===== src/rtl/refdiv_pkg.sv =====
package refdiv_pkg;

  // Map a programming code onto a ratio; an all-zero code means 2**w.
  function automatic int unsigned rd_ratio_of(input int unsigned code,
                                              input int unsigned w);
    if (code == 0) return (32'd1 << w);
    return code;
  endfunction

endpackage


===== src/rtl/refdiv_rst_sync.sv =====
module refdiv_rst_sync #(
  parameter int unsigned STAGES = 2
) (
  input  logic clk,
  input  logic rst_n,
  output logic srst_n
);
  logic [STAGES-1:0] chain_q;
  logic [STAGES-1:0] chain_d;

  always_comb begin
    chain_d = {chain_q[STAGES-2:0], 1'b1};
  end

  always_ff @(posedge clk or negedge rst_n) begin
    if (!rst_n) chain_q <= '0;
    else        chain_q <= chain_d;
  end

  assign srst_n = chain_q[STAGES-1];
endmodule


===== src/rtl/refdiv_ratio_reg.sv =====
module refdiv_ratio_reg
  import refdiv_pkg::*;
#(
  parameter int unsigned CODE_W = 8,
  localparam int unsigned RAT_W = CODE_W + 1
) (
  input  logic              clk,
  input  logic              srst_n,
  input  logic              load_en,
  input  logic [CODE_W-1:0] code,
  output logic [RAT_W-1:0]  ratio_q,
  output logic [RAT_W-1:0]  ratio_d
);
  logic [RAT_W-1:0] decoded;

  always_comb begin
    decoded = RAT_W'(rd_ratio_of(32'(code), CODE_W));
    ratio_d = load_en ? decoded : ratio_q;
  end

  always_ff @(posedge clk or negedge srst_n) begin
    if (!srst_n) ratio_q <= RAT_W'(32'd1 << CODE_W);
    else         ratio_q <= ratio_d;
  end

  // the register never holds zero, the widest ratio included
  a_r4_ratio_nonzero: assert property (@(posedge clk) disable iff (!srst_n)
    ratio_q != '0);
endmodule


===== src/rtl/refdiv_counter.sv =====
module refdiv_counter #(
  parameter int unsigned RAT_W = 9
) (
  input  logic             clk,
  input  logic             srst_n,
  input  logic [RAT_W-1:0] ratio_q,
  output logic             run_q,
  output logic [RAT_W-1:0] cnt_q,
  output logic [RAT_W-1:0] cnt_d,
  output logic             wrap
);
  logic run_d;

  always_comb begin
    wrap  = run_q && (cnt_q == (ratio_q - RAT_W'(1)));
    run_d = 1'b1;
    if (!run_q || wrap) cnt_d = '0;
    else                cnt_d = cnt_q + RAT_W'(1);
  end

  always_ff @(posedge clk or negedge srst_n) begin
    if (!srst_n) begin
      run_q <= 1'b0;
      cnt_q <= '0;
    end else begin
      run_q <= run_d;
      cnt_q <= cnt_d;
    end
  end

  // the count stays inside the ratio in force
  a_r3_cnt_in_range: assert property (@(posedge clk) disable iff (!srst_n)
    run_q |-> (cnt_q < ratio_q));
endmodule


===== src/rtl/refdiv_shaper.sv =====
module refdiv_shaper #(
  parameter int unsigned RAT_W = 9
) (
  input  logic             clk,
  input  logic             srst_n,
  input  logic             wrap,
  input  logic [RAT_W-1:0] cnt_d,
  input  logic [RAT_W-1:0] ratio_d,
  output logic             tc_q,
  output logic             div_q,
  output logic             byp_q
);
  logic             primed_q, primed_d;
  logic             tc_d, div_d, byp_d;
  logic [RAT_W-1:0] half;

  always_comb begin
    primed_d = primed_q | wrap;
    half     = ratio_d >> 1;
    tc_d     = wrap;
    div_d    = primed_d && (cnt_d < half);
    byp_d    = primed_d && (ratio_d == RAT_W'(1));
  end

  always_ff @(posedge clk or negedge srst_n) begin
    if (!srst_n) begin
      primed_q <= 1'b0;
      tc_q     <= 1'b0;
      div_q    <= 1'b0;
      byp_q    <= 1'b0;
    end else begin
      primed_q <= primed_d;
      tc_q     <= tc_d;
      div_q    <= div_d;
      byp_q    <= byp_d;
    end
  end

  // a rising divided clock always comes with the strobe
  a_r6_rise_with_tc: assert property (@(posedge clk) disable iff (!srst_n)
    $rose(div_q) |-> tc_q);
  // bypass is only active while the strobe is held
  a_r7_bypass_tc: assert property (@(posedge clk) disable iff (!srst_n)
    byp_q |-> tc_q);
endmodule


===== src/rtl/refdiv_top.sv =====
module refdiv_top #(
  parameter int unsigned CODE_W     = 8,
  parameter int unsigned RST_STAGES = 2
) (
  input  logic              clk_ref,
  input  logic              rst_n,
  input  logic [CODE_W-1:0] mod_code,
  output logic              div_clk,
  output logic              tc_pulse
);
  localparam int unsigned RAT_W = CODE_W + 1;

  logic             srst_n;
  logic             run_q, wrap, load_en;
  logic [RAT_W-1:0] ratio_q, ratio_d, cnt_q, cnt_d;
  logic             tc_q, div_q, byp_q;

  refdiv_rst_sync #(.STAGES(RST_STAGES)) u_sync (
    .clk(clk_ref), .rst_n(rst_n), .srst_n(srst_n)
  );

  assign load_en = !run_q || wrap;

  refdiv_ratio_reg #(.CODE_W(CODE_W)) u_ratio (
    .clk(clk_ref), .srst_n(srst_n), .load_en(load_en), .code(mod_code),
    .ratio_q(ratio_q), .ratio_d(ratio_d)
  );

  refdiv_counter #(.RAT_W(RAT_W)) u_cnt (
    .clk(clk_ref), .srst_n(srst_n), .ratio_q(ratio_q), .run_q(run_q),
    .cnt_q(cnt_q), .cnt_d(cnt_d), .wrap(wrap)
  );

  refdiv_shaper #(.RAT_W(RAT_W)) u_shape (
    .clk(clk_ref), .srst_n(srst_n), .wrap(wrap), .cnt_d(cnt_d),
    .ratio_d(ratio_d), .tc_q(tc_q), .div_q(div_q), .byp_q(byp_q)
  );

  assign tc_pulse = tc_q;
  assign div_clk  = byp_q ? clk_ref : div_q;

  // strobe is single-cycle whenever the new ratio exceeds one
  a_r5_tc_one_cycle: assert property (@(posedge clk_ref) disable iff (!srst_n)
    (tc_q && ratio_q != RAT_W'(1)) |=> !tc_q);
  // ratio register moves only at a period boundary or the load edge
  a_r8_ratio_hold: assert property (@(posedge clk_ref) disable iff (!srst_n)
    (run_q && !wrap) |=> $stable(ratio_q));
  // outputs quiet while the internal reset is held
  a_r1_quiet_in_reset: assert property (@(posedge clk_ref)
    !srst_n |-> (!tc_q && !div_q));
endmodule


===== config.mk =====
export PLATFORM = sky130hd
export DESIGN_NAME = refdiv_top
export DESIGN_NICKNAME = d
export VERILOG_FILES = /design/src/rtl/refdiv_pkg.sv /design/src/rtl/refdiv_rst_sync.sv /design/src/rtl/refdiv_ratio_reg.sv /design/src/rtl/refdiv_counter.sv /design/src/rtl/refdiv_shaper.sv /design/src/rtl/refdiv_top.sv
export SDC_FILE = /design/constraint.sdc
export NUM_CORES = 1
export LEC_CHECK = 0
export BUFFER_PORTS_ARGS = -buffer_cell sky130_fd_sc_hd__buf_2
export CORE_MARGIN = 2
export CORE_UTILIZATION = 35
export DETAILED_ROUTE_END_ITERATION = 12
export MAX_ROUTING_LAYER = met4
export SKIP_CTS_REPAIR_TIMING = 1
export SLEW_MARGIN = 10
export SYNTH_ARGS = -nofsm -noshare
export SYNTH_HDL_FRONTEND = slang
export SYNTH_SLANG_ARGS = --single-unit

===== constraint.sdc =====
create_clock -name clk_ref -period 0.8 [get_ports clk_ref]
set_input_delay 0.04 -clock clk_ref [delete_from_list [all_inputs] [get_ports clk_ref]]
set_output_delay 0.04 -clock clk_ref [all_outputs]
set_load 0.005 [all_outputs]

==> results of run 1 <==
-- critical path: cells and delay by family, from the launching register on --
kind / cells / cell delay [ns]
flops: 1 / 0.44
mux: 1 / 0.22
simple gates: 4 / 1.29
fa+ha+maj: 2 / 0.40
compound gates: 6 / 1.05
buf+inv: 1 / 0.08
-- cells in the final DEF, fill, tap and decap left out, types with 2 or more instances in the layout --
cell type and n:
a211oi_1 3, a21o_1 5, a21oi_1 4, a31oi_1 2, a32oi_1 2, buf_2 11
buf_4 67, clkbuf_8 6, conb_1 2, dfrtp_1 24, dlygate4sd3_1 7, ha_1 8
inv_1 2, mux2_1 4, mux2_2 6, mux2i_1 8, nand2_1 7, nand2b_1 4
nand3_1 8, nand4_1 2, nor2_1 18, nor3_1 5, nor4_2 2, o21ai_0 3
o21ai_1 2, o31ai_1 2, xnor2_1 8, xor2_1 5
-- state kept, by name, summed over array words and instances (netlist names) --
name	count
u_cnt.cnt_q	9
u_ratio.ratio_q	9
u_sync.chain_q	2
u_cnt.run_q	1
u_shape.byp_q	1
u_shape.div_q	1
u_shape.primed_q	1
u_shape.tc_q	1
-- metal layers --
metal	GRT usage	wire, um
met3	0.0407	125
met4	0.0754	78
met1	0.245	2170
met5	-	0
met2	0.307	2320
-- layout make-up --
type                            instances  area, um2
Inverter                                4       17.5
Multi-Input combinational cell        137       1080
Clock inverter                          1       5.00
Sequential cell                        25        627
Tap cell                               67       83.8
Clock buffer                            7       87.6
Timing Repair Buffer                   85        643
Fill cell                             446       2210
-- through the flow --
step           std cells  hold WS [ns]
3_3_place_gp         309        -0.175
2_1_floorplan        176        -0.256
6_report             326       0.00998
5_1_grt              326       0.00191
4_1_cts              316        -0.586
3_5_place_dp         309        -0.174
-- power groups by stage --
stage / clock network, uW / logic, uW / registers, uW
2_1_floorplan: 20.7 / 576 / 1480
3_3_place_gp: 34.6 / 977 / 1490
4_1_cts: 1250 / 995 / 1460
3_5_place_dp: 34.6 / 986 / 1490
5_1_grt: 1300 / 1130 / 1480
6_report: 1200 / 1040 / 1470
-- worst max-delay path by stage --
stage / end / slack [ns]
6_report: u_shape.div_q$_DFF_PN0_ / -2.75
5_1_grt: u_shape.div_q$_DFF_PN0_ / -2.92
4_1_cts: u_shape.div_q$_DFF_PN0_ / -2.79
3_5_place_dp: u_shape.div_q$_DFF_PN0_ / -2.76
3_3_place_gp: u_shape.div_q$_DFF_PN0_ / -2.66
2_1_floorplan: u_shape.div_q$_DFF_PN0_ / -2.95
-- kinds of logic after synthesis --
group	after synthesis	synth area share
AOI/OAI and AO/OA	33	0.146
xor gates and xnor gates	14	0.0704
adders and majority gates	9	0.0646
buffers and inverters	14	0.0488
DFF	25	0.360
muxes	18	0.111
other	1	0.00215
and+or+nand+nor	61	0.198
==> impl_metrics.ini, run 1 <==
[run_status]
status = finished, violations left
violations = negative setup slack

[global_route]
grt_pass1_wl_mm = 7.71
grt_remaining_overflow = 0
grt_pass1_vias = 1670
grt.total_usage = 0.195
grt_max_degree = 24
antenna_found_initial = 0

[finish]
diodes = 0
fin_area_um2 = 2540
syn2layout_area_growth_pct = 46.0
drive_above_1_share = 0.421
utilization = 0.535
finalNetCount = 279

[pwr]
p_sw_uw = 1080
intPower_uw = 2630
power_frac_seq = 0.397
p_per_area_nw_per_um2 = 1460
leakagePower_uw = 0.00122
power_frac_clock = 0.324
finalPower_uw = 3710
peakVddDrop_v = 0.00116
swShare = 0.292
combinationalPowerShare = 0.279

[drt]
vias_per_cell = 5.03
antenna_left = 0
wire_per_inst_um = 14.4
drc = 0
dr.pass1.iters = 4
vias = 1639
routed_wl_mm = 4.70
first_iter_violations = 81

[synthesis]
synth_cell_types = 52
async_flop_share = 1.00
synth.most_common_cell = dfrtp_1
synth_ff_type = dfrtp_1
yosysSeqAreaShare = 0.360
synth_area_um2 = 1740
ys_ff_latch = 25
synth.avg_cell_area_um2 = 9.96
synth_top_area_frac = 0.345
ys_warn_count = 0
syn_inst = 175
synth.area.top_cells = dfrtp_1, ha_1, mux2i_1
synth_edf_count = 0
synth_area_leader_cell = dfrtp_1
ys_top_cells_by_count = dfrtp_1, nor2_1, ha_1

[timing]
tns_ns = -35.73
setup_ws_ns = -2.75
hold_viol = 0
rsz0062_at_grt = true
min_period_ns = 3.55
fin_crit_sh = 4.44
maxSlewViolCount = 0
clock_skew_ns = 0.00990
setup_viol = 24
fmax_mhz = 282

[setup_path]
path_max_fanout = 5
crit_slowest_cell = or4b_4
reg2reg_slack_ns = -2.75
r2r-end = u_shape.div_q$_DFF_PN0_
crit_type = reg2reg
critPathMostFrequentCell = a21o_1
cp_data_arrival_time_ns = 3.86
path_cells = inv_4, ha_4, or3b_4, nor4b_4, o21ai_1, and3_4, o21ai_4, mux2i_1, ha_1, a21o_1, a21o_1, a21o_1, or4b_4, a211oi_2
cp_slowest_stage_delay_ns = 0.53
timing.rr.start = u_ratio.ratio_q[1]$_DFF_PN0_
crit_start = u_ratio.ratio_q[1]$_DFF_PN0_
cp.required_ns = 1.11
crit_path_end_kind = register
cp-start-kind = register
reg2reg_depth = 14

[placed_design]
gp_congestion = 0.952
numPortBuffers = 11
place_ws_ns = -2.76
placed_cell_area_um2 = 2340
hpwl_mm = 3.61

[cts]
insertion_delay_ns = 0.39
cts_tree = yes
cts.clk_slew.worst_paths_ns = 0.10

[hold_path]
min_from = mod_code[6]
holdPathEnd = u_ratio.ratio_q[6]$_DFF_PN0_
min_path_type = in2reg
hold_path_depth = 3

[floorplanning]
die_w_um = 74.6
coreArea_um2 = 4750
io_pins = 12
start_util = 0.367
die-area_um2 = 5560
rows = 25
fp.dieH_um = 74.6

[flow_run]
maxCapViolCount = 0
(Power assumes the default switching activity.)
==> inputs of run 2 (changes only) <==
Settings changed: PLACE_DENSITY_LB_ADDON from default to 0.15, SYNTH_HIERARCHICAL from default to 1.
==> impl_metrics.ini, run 2 <==
[synthesis]
ys_top_cells_by_count = dfrtp_1, nor2_1, nand2_1, xnor2_1, inv_1
synth_cell_types = 44
ys_warn_count = 6
yosysSeqAreaShare = 0.400
synth.most_common_cell = dfrtp_1
syn_nets = 171
synth_area_um2 = 1570
async_flop_share = 1.00
synth_edf_count = 0
synth_ff_type = dfrtp_1
synth.area.top_cells = dfrtp_1, ha_1, xnor2_1
synth.avg_cell_area_um2 = 10.3
synth_area_leader_cell = dfrtp_1
synth_top_area_frac = 0.384
ys_ff_latch = 25
syn_inst = 152

[drt]
dr.pass1.iters = 4
routed-wl-met3_um = 161
antenna_left = 0
drc = 0
vias = 1322
first_iter_violations = 54
wire_per_inst_um = 14.7
top_layer_used = met4
vias_per_cell = 4.91
wl_met1_mm = 1.83
met2_length_mm = 1.85
routed_wl_mm = 3.96

[setup_path]
cp-start-kind = register
crit_path_end_kind = register
crit_family = simple AND/OR/NAND/NOR gates
crit_type = reg2reg
path_max_fanout = 5
crit_slowest_cell = or4_4
cp_data_arrival_time_ns = 3.63
cp_slowest_stage_delay_ns = 0.54
cp.required_ns = 1.07
path_depth = 15
path_cells = inv_2, ha_4, xor2_1, nand2_1, or4_4, a2111oi_4, and2_4, nand2b_4, nor4b_4, a31o_1, inv_2, ha_4, nand4b_1, nor3_2, a211oi_2
reg2reg_depth = 15
path_buf_inv = 2

[global_route]
grt_pass1_wl_mm = 6.16
grt_max_degree = 24
grt.total_usage = 0.167
grt_remaining_overflow = 0
grt_pass1_vias = 1345
antenna_found_initial = 0

[floorplanning]
coreArea_um2 = 4320
io_pins = 12
die_w_um = 70.9
start_util = 0.362
die-area_um2 = 5020
rows = 24
fp.dieH_um = 70.9

[timing]
min_period_ns = 3.36
setup_viol = 24
maxSlewViolCount = 0
rsz0062_at_grt = true
hold_slack_ns = -0.0393
fmax_mhz = 298
tns_ns = -38.98
setup_ws_ns = -2.56
hold_viol = 3
fin_crit_sh = 4.20
clock_skew_ns = 0.00842

[finish]
final_cells = 269
largestRegisters = u_cnt/cnt_q x9, u_ratio/ratio_q x9, u_sync/chain_q x2
final_cell_mix = buf_4, dfrtp_1, nor2_1, nand2_1, xnor2_1
drive_above_1_share = 0.447
finalNetCount = 237
syn2layout_area_growth_pct = 46.3
diodes = 0
fillCellCount = 402
final_common_cell = buf_4

[cts]
cts_tree = yes
insertion_delay_ns = 0.38
cts.clk_slew.worst_paths_ns = 0.09

[placed_design]
numPortBuffers = 11
placedCellCount = 252
hpwl_mm = 3.02
gp_congestion = 0.822

[pwr]
p_per_area_nw_per_um2 = 1550
peakVddDrop_v = 0.00105
leakagePower_uw = 0.00112

[hold_path]
hold_path_depth = 2
min_path_type = in2reg

[run_status]
status = finished, violations left
violations = negative hold slack, negative setup slack

[flow_run]
maxCapViolCount = 0
-- run 2: logic make-up (layout without fill, tap and decap cells) --
family | after synthesis | after routing | synth area share
muxes | 9 | 9 | 0.0671
xor gates and xnor gates | 20 | 20 | 0.112
AOI/OAI and AO/OA | 13 | 13 | 0.0823
adders and majority gates | 9 | 9 | 0.0719
other | 2 | 2 | 0.00480
and+or+nand+nor | 60 | 61 | 0.223
DFF | 25 | 25 | 0.400
buffers and inverters | 14 | 78 | 0.0384
-- run 2: final cells by class --
type	count	area, um2	area share
clock buffers	7	93.8	0.0410
clock inverters	1	5.00	0.00219
inverters	11	41.3	0.0180
multi-input cells	114	1000	0.437
flip-flops and latches	25	627	0.274
well taps	52	65.1	0.0284
repair buffers	59	458	0.200
-- run 2: per-stage QoR --
| stage | power, uW | setup slack, ns | utilization | hold WS, ns | cell area [um2] |
|---|---|---|---|---|---|
| after CTS | 3440 | -2.65 | 0.482 | -0.577 | 2090 |
| after global routing | 3770 | -2.77 | 0.530 | -0.0490 | 2290 |
| final | 3560 | -2.56 | 0.530 | -0.0393 | 2290 |
| after global placement | 2260 | -2.56 | 0.462 | -0.175 | 2000 |
| after detailed placement | 2270 | -2.63 | 0.462 | -0.173 | 2000 |
| after floorplan | 1910 | -2.74 | - | -0.256 | 1580 |
-- run 2: final timing paths --
check                      slack [ns]                          from                            to
min in group asynchronous        0.21   u_sync/chain_q[1]$_DFF_PN0_    u_shape/primed_q$_DFF_PN0_
max reg2reg                     -2.56  u_ratio/ratio_q[0]$_DFF_PN0_       u_shape/div_q$_DFF_PN0_
max in group asynchronous        0.18                         rst_n   u_sync/chain_q[1]$_DFF_PN0_
min                             -0.04                   mod_code[7]  u_ratio/ratio_q[7]$_DFF_PN0_
max                             -2.56  u_ratio/ratio_q[0]$_DFF_PN0_       u_shape/div_q$_DFF_PN0_
min reg2reg                      0.21   u_sync/chain_q[1]$_DFF_PN0_    u_shape/primed_q$_DFF_PN0_
-- run 2: where the power goes --
group | internal (uW) | total (uW) | switching [uW]
clock | 712 | 1210 | 493
combinational | 512 | 938 | 426
sequential | 1360 | 1410 | 57.8
total | 2580 | 3560 | 978
-- run 2: metal layers --
metal  global-route usage  vias up
li1                     -      656
met1                0.206      627
met2                0.250       29
met3               0.0399       10
met4               0.0964        0
met5                    -        -
